**config.mk**
```make
export PLATFORM = sky130hd
export DESIGN_NAME = dma_req_arbiter
export DESIGN_NICKNAME = d
export VERILOG_FILES = /design/src/rtl/dma_arb_pkg.sv /design/src/rtl/dma_prio_pick.sv /design/src/rtl/dma_chan_counter.sv /design/src/rtl/dma_req_arbiter.sv
export SDC_FILE = /design/constraint.sdc
export NUM_CORES = 1
export LEC_CHECK = 0
export ABC_AREA = 1
export BUFFER_PORTS_ARGS = -buffer_cell sky130_fd_sc_hd__buf_2
export CAP_MARGIN = 20
export CELL_PAD_IN_SITES_DETAIL_PLACEMENT = 1
export CELL_PAD_IN_SITES_GLOBAL_PLACEMENT = 1
export CORE_MARGIN = 3
export CORE_UTILIZATION = 40
export CTS_CLUSTER_DIAMETER = 30
export DETAILED_ROUTE_END_ITERATION = 8
export PLACE_DENSITY_LB_ADDON = 0.1
export SYNTH_ARGS = -nofsm -noshare
export SYNTH_HDL_FRONTEND = slang
export SYNTH_HIERARCHICAL = 1
export SYNTH_SLANG_ARGS = --single-unit
```
**constraint.sdc**
```tcl
create_clock -name clk -period 2.85 [get_ports clk]
set_clock_uncertainty 0.2 [all_clocks]
set_input_delay 0.285 -clock clk [delete_from_list [all_inputs] [get_ports clk]]
set_output_delay 0.285 -clock clk [all_outputs]
set_load 0.03 [all_outputs]
```
**src/rtl/dma_arb_pkg.sv**
```systemverilog
package dma_arb_pkg;
    typedef enum logic [1:0] {
        ST_IDLE    = 2'd0,
        ST_GRANT   = 2'd1,
        ST_BUSY    = 2'd2,
        ST_RELEASE = 2'd3
    } arb_state_e;
endpackage

```
**src/rtl/dma_prio_pick.sv**
```systemverilog
module dma_prio_pick #(
    parameter int N  = 4,
    parameter int IW = 2
) (
    input  logic [N-1:0]  req,
    output logic [IW-1:0] idx,
    output logic          valid
);
    // lowest index wins: scan downwards so the last hit is the smallest
    always_comb begin
        idx   = '0;
        valid = 1'b0;
        for (int i = N - 1; i >= 0; i--) begin
            if (req[i]) begin
                idx   = IW'(i);
                valid = 1'b1;
            end
        end
    end
endmodule

```
**src/rtl/dma_chan_counter.sv**
```systemverilog
module dma_chan_counter #(
    parameter int CW = 16
) (
    input  logic          clk,
    input  logic          rst,
    input  logic          load,
    input  logic [CW-1:0] load_val,
    input  logic          dec,
    output logic          en,
    output logic          tc
);
    logic [CW-1:0] cnt_q;
    logic          last_unit;

    assign last_unit = (cnt_q == CW'(1));

    always_ff @(posedge clk) begin
        if (rst) begin
            cnt_q <= '0;
            en    <= 1'b0;
            tc    <= 1'b0;
        end else begin
            tc <= 1'b0;
            if (load) begin
                cnt_q <= load_val;
                en    <= (load_val != '0);
            end else if (dec && en) begin
                cnt_q <= cnt_q - CW'(1);
                if (last_unit) begin
                    en <= 1'b0;
                    tc <= 1'b1;
                end
            end
        end
    end
endmodule

```
**src/rtl/dma_req_arbiter.sv**
```systemverilog
module dma_req_arbiter
    import dma_arb_pkg::*;
#(
    parameter int NCH = 4,
    parameter int CW  = 16,
    localparam int CHW = (NCH > 1) ? $clog2(NCH) : 1
) (
    input  logic              clk,
    input  logic              rst,
    input  logic [NCH-1:0]    ch_req,
    input  logic [NCH-1:0]    ch_load,
    input  logic [NCH*CW-1:0] ch_count_in,
    input  logic              bus_ack,
    input  logic              xfer_done,
    output logic              dma_bus_req,
    output logic              xfer_start,
    output logic [CHW-1:0]    xfer_ch,
    output logic [NCH-1:0]    tc_pulse,
    output logic [NCH-1:0]    ch_en
);
    arb_state_e     state_q, state_d;
    logic [CHW-1:0] act_q;
    logic [NCH-1:0] pending;
    logic [CHW-1:0] pick_idx;
    logic           pick_valid;
    logic           unit_done;

    assign pending   = ch_req & ch_en;
    assign unit_done = (state_q == ST_BUSY) && xfer_done;

    dma_prio_pick #(.N(NCH), .IW(CHW)) u_pick (
        .req   (pending),
        .idx   (pick_idx),
        .valid (pick_valid)
    );

    for (genvar g = 0; g < NCH; g++) begin : g_chan
        dma_chan_counter #(.CW(CW)) u_cnt (
            .clk      (clk),
            .rst      (rst),
            .load     (ch_load[g]),
            .load_val (ch_count_in[g*CW +: CW]),
            .dec      (unit_done && (act_q == CHW'(g))),
            .en       (ch_en[g]),
            .tc       (tc_pulse[g])
        );
    end

    // state register and winner latch
    always_ff @(posedge clk) begin
        if (rst) begin
            state_q <= ST_IDLE;
            act_q   <= '0;
        end else begin
            state_q <= state_d;
            if (state_q == ST_IDLE && pick_valid) begin
                act_q <= pick_idx;
            end
        end
    end

    // next-state logic
    always_comb begin
        state_d = state_q;
        unique case (state_q)
            ST_IDLE:    if (pick_valid && !bus_ack) state_d = ST_GRANT;
            ST_GRANT:   if (bus_ack)                state_d = ST_BUSY;
            ST_BUSY:    if (xfer_done)              state_d = ST_RELEASE;
            ST_RELEASE: if (!bus_ack)               state_d = ST_IDLE;
            default:                                state_d = ST_IDLE;
        endcase
    end

    // outputs
    always_comb begin
        dma_bus_req = 1'b0;
        xfer_start  = 1'b0;
        unique case (state_q)
            ST_GRANT: begin
                dma_bus_req = 1'b1;
                xfer_start  = bus_ack;
            end
            ST_BUSY:  dma_bus_req = 1'b1;
            default: ;
        endcase
    end

    assign xfer_ch = act_q;
endmodule

```
Yosys cells after proc, flatten, opt, wreduce, memory -nomap -nowiden
Index checks and enable logic that the tools add are counted.
- register bits: 76
- bits of input ports: 76
- output and inout port bits: 12
- word-level logic and storage cells: 112
- bitwise gates (word level): 5
- equality and inequality tests: 14
- reductions and logical operators: 36
- multiplexer cells: 39
- add/sub/neg operators: 4
- operators by type and width (kind ; count):
    two-way mux 16 bit ; 8
    equality test 16 x 1 -> 1 bit, second input constant ; 4
    nonzero test 16 bit ; 4
    subtractor 16 x 1 -> 16 bit, second input constant ; 4
    two-way mux 1 bit ; 22
    two-way mux 2 bit ; 8
    nonzero test 2 bit ; 8
    OR reduction 3 bit ; 4
    logical AND 1 bit ; 11
    equality test 2 bit, second input constant ; 4
    case mux 2 bit (4 select lines) ; 1
    AND reduction 2 bit ; 4
    != test 2 bit, second input constant ; 3
    AND 4 bit ; 1
    equality test 2 x 1 -> 1 bit, second input constant ; 2
    zero test 2 bit ; 2
    inverter 1 bit ; 4
    AND reduction 4 bit ; 1
    != test 2 x 1 -> 1 bit, second input constant ; 1
    OR reduction 2 bit ; 1
    zero test 1 bit ; 1

Logic depth before layout (Yosys ltp)
- depth in word-level cells: 8
- depth in mapped cells: 11

Modules after synthesis
The synthesis kept the hierarchy.
- modules (own cells, without submodules) (module ; area an instance (um^2) ; seq. area each (um^2) ; cells each ; instances):
    dma_chan_counter (g_chan[0].u_cnt ...) ; 1249.9 ; 360.3 ; 200 ; 3
    dma_chan_counter (g_chan[3].u_cnt) ; 1280.0 ; 360.3 ; 200 ; 1
    dma_req_arbiter ; 345.3 ; 80.1 ; 57 ; 1
    dma_prio_pick ; 36.3 ; 0.0 ; 8 ; 1

Least setup slack after synthesis
OpenSTA, ideal clock, no wires.
- path kind: register -> register
- from: register act_q[1], in the netlist xfer_ch[1]
- to: register g_chan[3].u_cnt.cnt_q[5]
- setup slack: 0.797 ns
- stages on the path, launching flop included: 9
- data arrival time: 1.724 ns
- period minus slack after synthesis: 2.053 ns
- required time: 2.521 ns
- path through: dfxtp_1 inv_1 nor3_1 nand2_2 nand2_2 inv_2 a22o_1 a21oi_1 nor2_1
- word-level cells in the longest chain between the ends: 4
- RTL lines (item ; RTL line ; text):
    start, declared ; dma_req_arbiter.sv:22 ; logic [CHW-1:0] act_q;
    start signal, assigned ; dma_req_arbiter.sv:57 ; act_q <= pick_idx;
    equality test 2 bit ; dma_req_arbiter.sv:43 ; .dec (unit_done && (act_q == CHW'(g))),
    logical AND 1 bit ; dma_req_arbiter.sv:43 ;
    logical AND 1 bit ; dma_chan_counter.sv:27 ; end else if (dec && en) begin
    nonzero test 2 bit (no source line) ; - ;
    end signal, assigned ; dma_chan_counter.sv:25 ; cnt_q <= load_val;
    end signal, assigned ; dma_chan_counter.sv:28 ; cnt_q <= cnt_q - CW'(1);
    end, declared ; dma_chan_counter.sv:12 ; logic [CW-1:0] cnt_q;
Every way passes these cells.
A chain may end at the register's enable or synchronous reset.

Worst setup path in the final report
- from: register state_q[0]
- to: register g_chan[2].u_cnt.cnt_q[9]
- word-level cells in the longest chain between the ends: 5
- RTL lines (item ; RTL line ; text):
    start, declared ; dma_req_arbiter.sv:21 ; arb_state_e state_q, state_d;
    start signal, assigned ; dma_req_arbiter.sv:55 ; state_q <= state_d;
    equality test 2 bit ; dma_req_arbiter.sv:29 ; assign unit_done = (state_q == ST_BUSY) && xfer_done;
    logical AND 1 bit ; dma_req_arbiter.sv:29 ;
    logical AND 1 bit ; dma_req_arbiter.sv:43 ;
    logical AND 1 bit ; dma_chan_counter.sv:27 ;
    nonzero test 2 bit (no source line) ; - ;
    end signal, assigned ; dma_chan_counter.sv:25 ;
    end signal, assigned ; dma_chan_counter.sv:28 ;
    end, declared ; dma_chan_counter.sv:12 ;
Every way passes these cells.

==> flow_metrics.env <==
export IMPL_synthSimpleGateAreaFrac=0.405
export IMPL_share_of_the_synthesized_area_in_compound_gates_ao_oa_aoi_oai=0.133
export IMPL_number_of_cell_rows=41
export IMPL_clkTransAtPathRegs_ns=0.06
export IMPL_syn_inst=865
export IMPL_worst_r2r_startpoint="state_q[0]"
export IMPL_timing_final_crit_period_ns=2.53
export IMPL_hold_path_cell_count=3
export IMPL_antenna_cells=0
export IMPL_yosys_register_bits=76
export IMPL_fin_crit_sh=0.886
export IMPL_ff2ff_setup_slack_ns=0.32
export IMPL_startpoint_type="flop"
export IMPL_dp_cells=1113
export IMPL_worstHoldPathType="input port to flop"
export IMPL_avgSynthCellArea_um2=6.26
export IMPL_worst_path_max_delay_cell="sky130_fd_sc_hd__dfxtp_1"
export IMPL_drt_drc_violations_left=0
export IMPL_syn_nets=954
export IMPL_ctsHoldBuffers=0
export IMPL_root_buffer="sky130_fd_sc_hd__clkbuf_16"
export IMPL_tritoncts="built"
export IMPL_outcome="completed"
export IMPL_path_common_cell="sky130_fd_sc_hd__nor3_1"
export IMPL_hold_path_end="g_chan[3].u_cnt/cnt_q[3]"
export IMPL_groute_layer_met1_usage=0.302
export IMPL_worst_r2r_cell_count=10
export IMPL_synth_adder_area_share=0.0301
export IMPL_max_clock_path_buffers=2
export IMPL_register_area_um2=1520
export IMPL_ctsHtreeMaxLevel=3
export IMPL_dieHeight_um=122
export IMPL_drive_above_1_share=0.220
export IMPL_async_flop_share=0
export IMPL_muxShareOfSynthArea=0
export IMPL_post_cts_repair_setup_buffers=0
export IMPL_avgViaCountPerCell=5.22
export IMPL_worst_pin_slew_ns=0.728
export IMPL_post_route_non_filler_standard_cell_count=1126
export IMPL_grt_antenna_before_repair=0
export IMPL_dominant_combinational_cell_family_by_area_after_synthesis="simple AND/OR/NAND/NOR gates"
export IMPL_pre_cts_ws_ns=0.517
export IMPL_critical_path_cell_list="inv_1 > ha_1 > nand2_1 > nor3_1 > nand2_2 > nor2_2 > inv_2 > nor3_1 > a21boi_0 > a21oi_1"
export IMPL_groute_layer_met3_usage=0.0530
export IMPL_slew_headroom=0.514
export IMPL_design_final_nets=1041
export IMPL_coreArea_um2=12900
export IMPL_layout_area_overhead_vs_synth_pct=16.5
export IMPL_cts_sink_count=76
export IMPL_totalWireLength_um=18100
export IMPL_timing_critical_path_buf_inv=2
export IMPL_globalRouteOverflowTotal=0
export IMPL_cp_required_ns=2.92
export IMPL_start_util=0.419
export IMPL_synth_seq_area_share=0.281
export IMPL_hold_viol=0
export IMPL_hp_start="ch_count_in[51]"
export IMPL_final_hpwl_from_detailed_placement_um=13900
export IMPL_cp_slowest_stage_delay_ns=0.34
export IMPL_syn_cell_area_um2=5410
export IMPL_first_pass_iters=5
export IMPL_dr_first_iter_drc_count=268
export IMPL_timing_setup_critical_path_class="flop to flop"
export IMPL_post_synth_xor_area_fraction=0.0356
export IMPL_gp_congestion=0.889
export IMPL_ys_types=34
export IMPL_tns_ns=0
export IMPL_multi_input_gate_area_in_the_final_layout_um2=3270
export IMPL_layout_cells_most_common="sky130_fd_sc_hd__nand2_1"
export IMPL_cp_top_family="simple AND/OR/NAND/NOR gates"
export IMPL_route_detailed_wl_per_inst_um=16.1
export IMPL_yosysWarningCount=6
export IMPL_detail_route_antenna_nets=0
export IMPL_dieArea_um2=15000
export IMPL_grt_first_pass_wirelength_um=29800
export IMPL_crit_path_end_kind="flop"
export IMPL_grt_setup_unrepaired="no"
export IMPL_irDropWorstVdd_v=0.000275
export IMPL_power_leakage_nw=3.09
export IMPL_via_count=5875
export IMPL_top_level_ports=88
export IMPL_cp_arrival_ns=2.59
export IMPL_finalSetupViolations=0
export IMPL_worst_skew_pair_late_latency_ns=0.35
export IMPL_top_usage_layer="met2"
export IMPL_grtUsageMet2=0.442
export IMPL_cts_repair_resize_count=0
export IMPL_layout_common_cells="sky130_fd_sc_hd__nand2_1 (186), sky130_fd_sc_hd__inv_1 (120), sky130_fd_sc_hd__nor2_1 (93)"
export IMPL_vias_in_the_first_global_route=6203
export IMPL_post_layout_total_power_mw=3.31
export IMPL_port_buffers=87
export IMPL_total_cts_buffers=9
export IMPL_grt_start_max_net_pins=31
export IMPL_track_usage=0.249
export IMPL_fin_ws_ns=0.324
export IMPL_fillerInstances=1843
export IMPL_max_cap_violations=0
export IMPL_synth_ff_type="sky130_fd_sc_hd__dfxtp_1"
export IMPL_synth_edff_count=0
export IMPL_finalCoreUtilization=0.488
export IMPL_cellPowerDensity_nw_per_um2=525
export IMPL_reg2reg_to="g_chan[2].u_cnt/cnt_q[9]"
export IMPL_die_width_um=122
export IMPL_crit_fanout=7
export IMPL_fmax_mhz=396
export IMPL_report_final_slew_viol_count=0
metrics by stage:
step           hold slack (ns)  area [um2]
3_5_place_dp             0.291        6020
3_3_place_gp             0.285        6020
4_1_cts                 0.0196        6300
6_report                0.0289        6300
2_1_floorplan            0.254        5410
5_1_grt                 0.0302        6300
sequential cells by signal, summed over array words and instances (netlist names):
name / cells
xfer_ch: 2
state_q: 2
g_chan.u_cnt/en: 4
g_chan.u_cnt/cnt_q: 64
g_chan.u_cnt/tc: 4
area by class of cell:
class / count / share of cell area
clock inverters: 3 / 0.00635
multi-input cells: 632 / 0.519
flip-flops and latches: 76 / 0.241
well taps: 172 / 0.0341
inverters: 140 / 0.0834
repair buffers: 93 / 0.0782
clock buffers: 10 / 0.0379
how the worst max path moves through the flow:
stage          startpoint                       end  cells past startpoint
3_5_place_dp   state_q[0]  g_chan[2].u_cnt/cnt_q[9]                     10
4_1_cts        state_q[0]  g_chan[2].u_cnt/cnt_q[9]                     10
5_1_grt        state_q[0]  g_chan[2].u_cnt/cnt_q[9]                     10
2_1_floorplan  xfer_ch[1]  g_chan[3].u_cnt/cnt_q[5]                      8
3_3_place_gp   state_q[0]  g_chan[2].u_cnt/cnt_q[9]                     10
6_report       state_q[0]  g_chan[2].u_cnt/cnt_q[9]                     10
cells by family after synthesis:
group | after synthesis
simple gates | 469
buf+inv | 157
compound gates | 128
flops | 76
xor+xnor | 22
fa+ha+maj | 13
routing by layer:
metal  up-vias  wire (um)
met5         -          0
met4         0        319
met3        24        857
met2       148       8990
met1      2782       7930
li1       2921          -
cell usage after synthesis (2+ instances only):
cell                        count  area, um2
sky130_fd_sc_hd__ha_1          13        163
sky130_fd_sc_hd__nor3_1        17       85.1
sky130_fd_sc_hd__inv_1        120        450
sky130_fd_sc_hd__a31oi_1        8       50.1
sky130_fd_sc_hd__nor2_1        93        349
sky130_fd_sc_hd__buf_6          2       22.5
sky130_fd_sc_hd__clkbuf_1       8       30.0
sky130_fd_sc_hd__nor2_4         7       78.8
sky130_fd_sc_hd__dfxtp_1       76       1520
sky130_fd_sc_hd__o22ai_1       13       81.3
sky130_fd_sc_hd__a21boi_0       3       22.5
sky130_fd_sc_hd__o21ai_1        3       15.0
sky130_fd_sc_hd__or2_1          3       18.8
sky130_fd_sc_hd__buf_2          4       20.0
sky130_fd_sc_hd__nand4_1       13       81.3
sky130_fd_sc_hd__xnor2_1        6       52.6
sky130_fd_sc_hd__a2bb2oi_1      4       35.0
sky130_fd_sc_hd__or2_2          4       25.0
sky130_fd_sc_hd__nor2_2        34        213
sky130_fd_sc_hd__a21oi_1       55        275
sky130_fd_sc_hd__nor4_1         3       18.8
sky130_fd_sc_hd__a21oi_2        5       43.8
sky130_fd_sc_hd__a22oi_1        4       30.0
sky130_fd_sc_hd__xor2_1        16        140
sky130_fd_sc_hd__o21ai_0       32        160
sky130_fd_sc_hd__inv_2         20       75.1
sky130_fd_sc_hd__nand3_1       75        375
sky130_fd_sc_hd__nor3_2         3       30.0
sky130_fd_sc_hd__buf_4          3       22.5
sky130_fd_sc_hd__nand2_1      186        698
sky130_fd_sc_hd__nand2_2       29        181
power by group:
part	internal, mW	switching [mW]
registers	1.14	0.0954
logic	0.321	0.614
clock network	0.684	0.452
total	2.15	1.16
worst reg2reg max path, stage by stage (launching register included):
cell                       delay, ns
sky130_fd_sc_hd__dfxtp_1        0.34
sky130_fd_sc_hd__inv_1          0.12
sky130_fd_sc_hd__ha_1           0.20
sky130_fd_sc_hd__nand2_1        0.11
sky130_fd_sc_hd__nor3_1         0.27
sky130_fd_sc_hd__nand2_2        0.16
sky130_fd_sc_hd__nor2_2         0.31
sky130_fd_sc_hd__inv_2          0.15
sky130_fd_sc_hd__nor3_1         0.27
sky130_fd_sc_hd__a21boi_0       0.18
sky130_fd_sc_hd__a21oi_1        0.15
(Power assumes the default switching activity.)
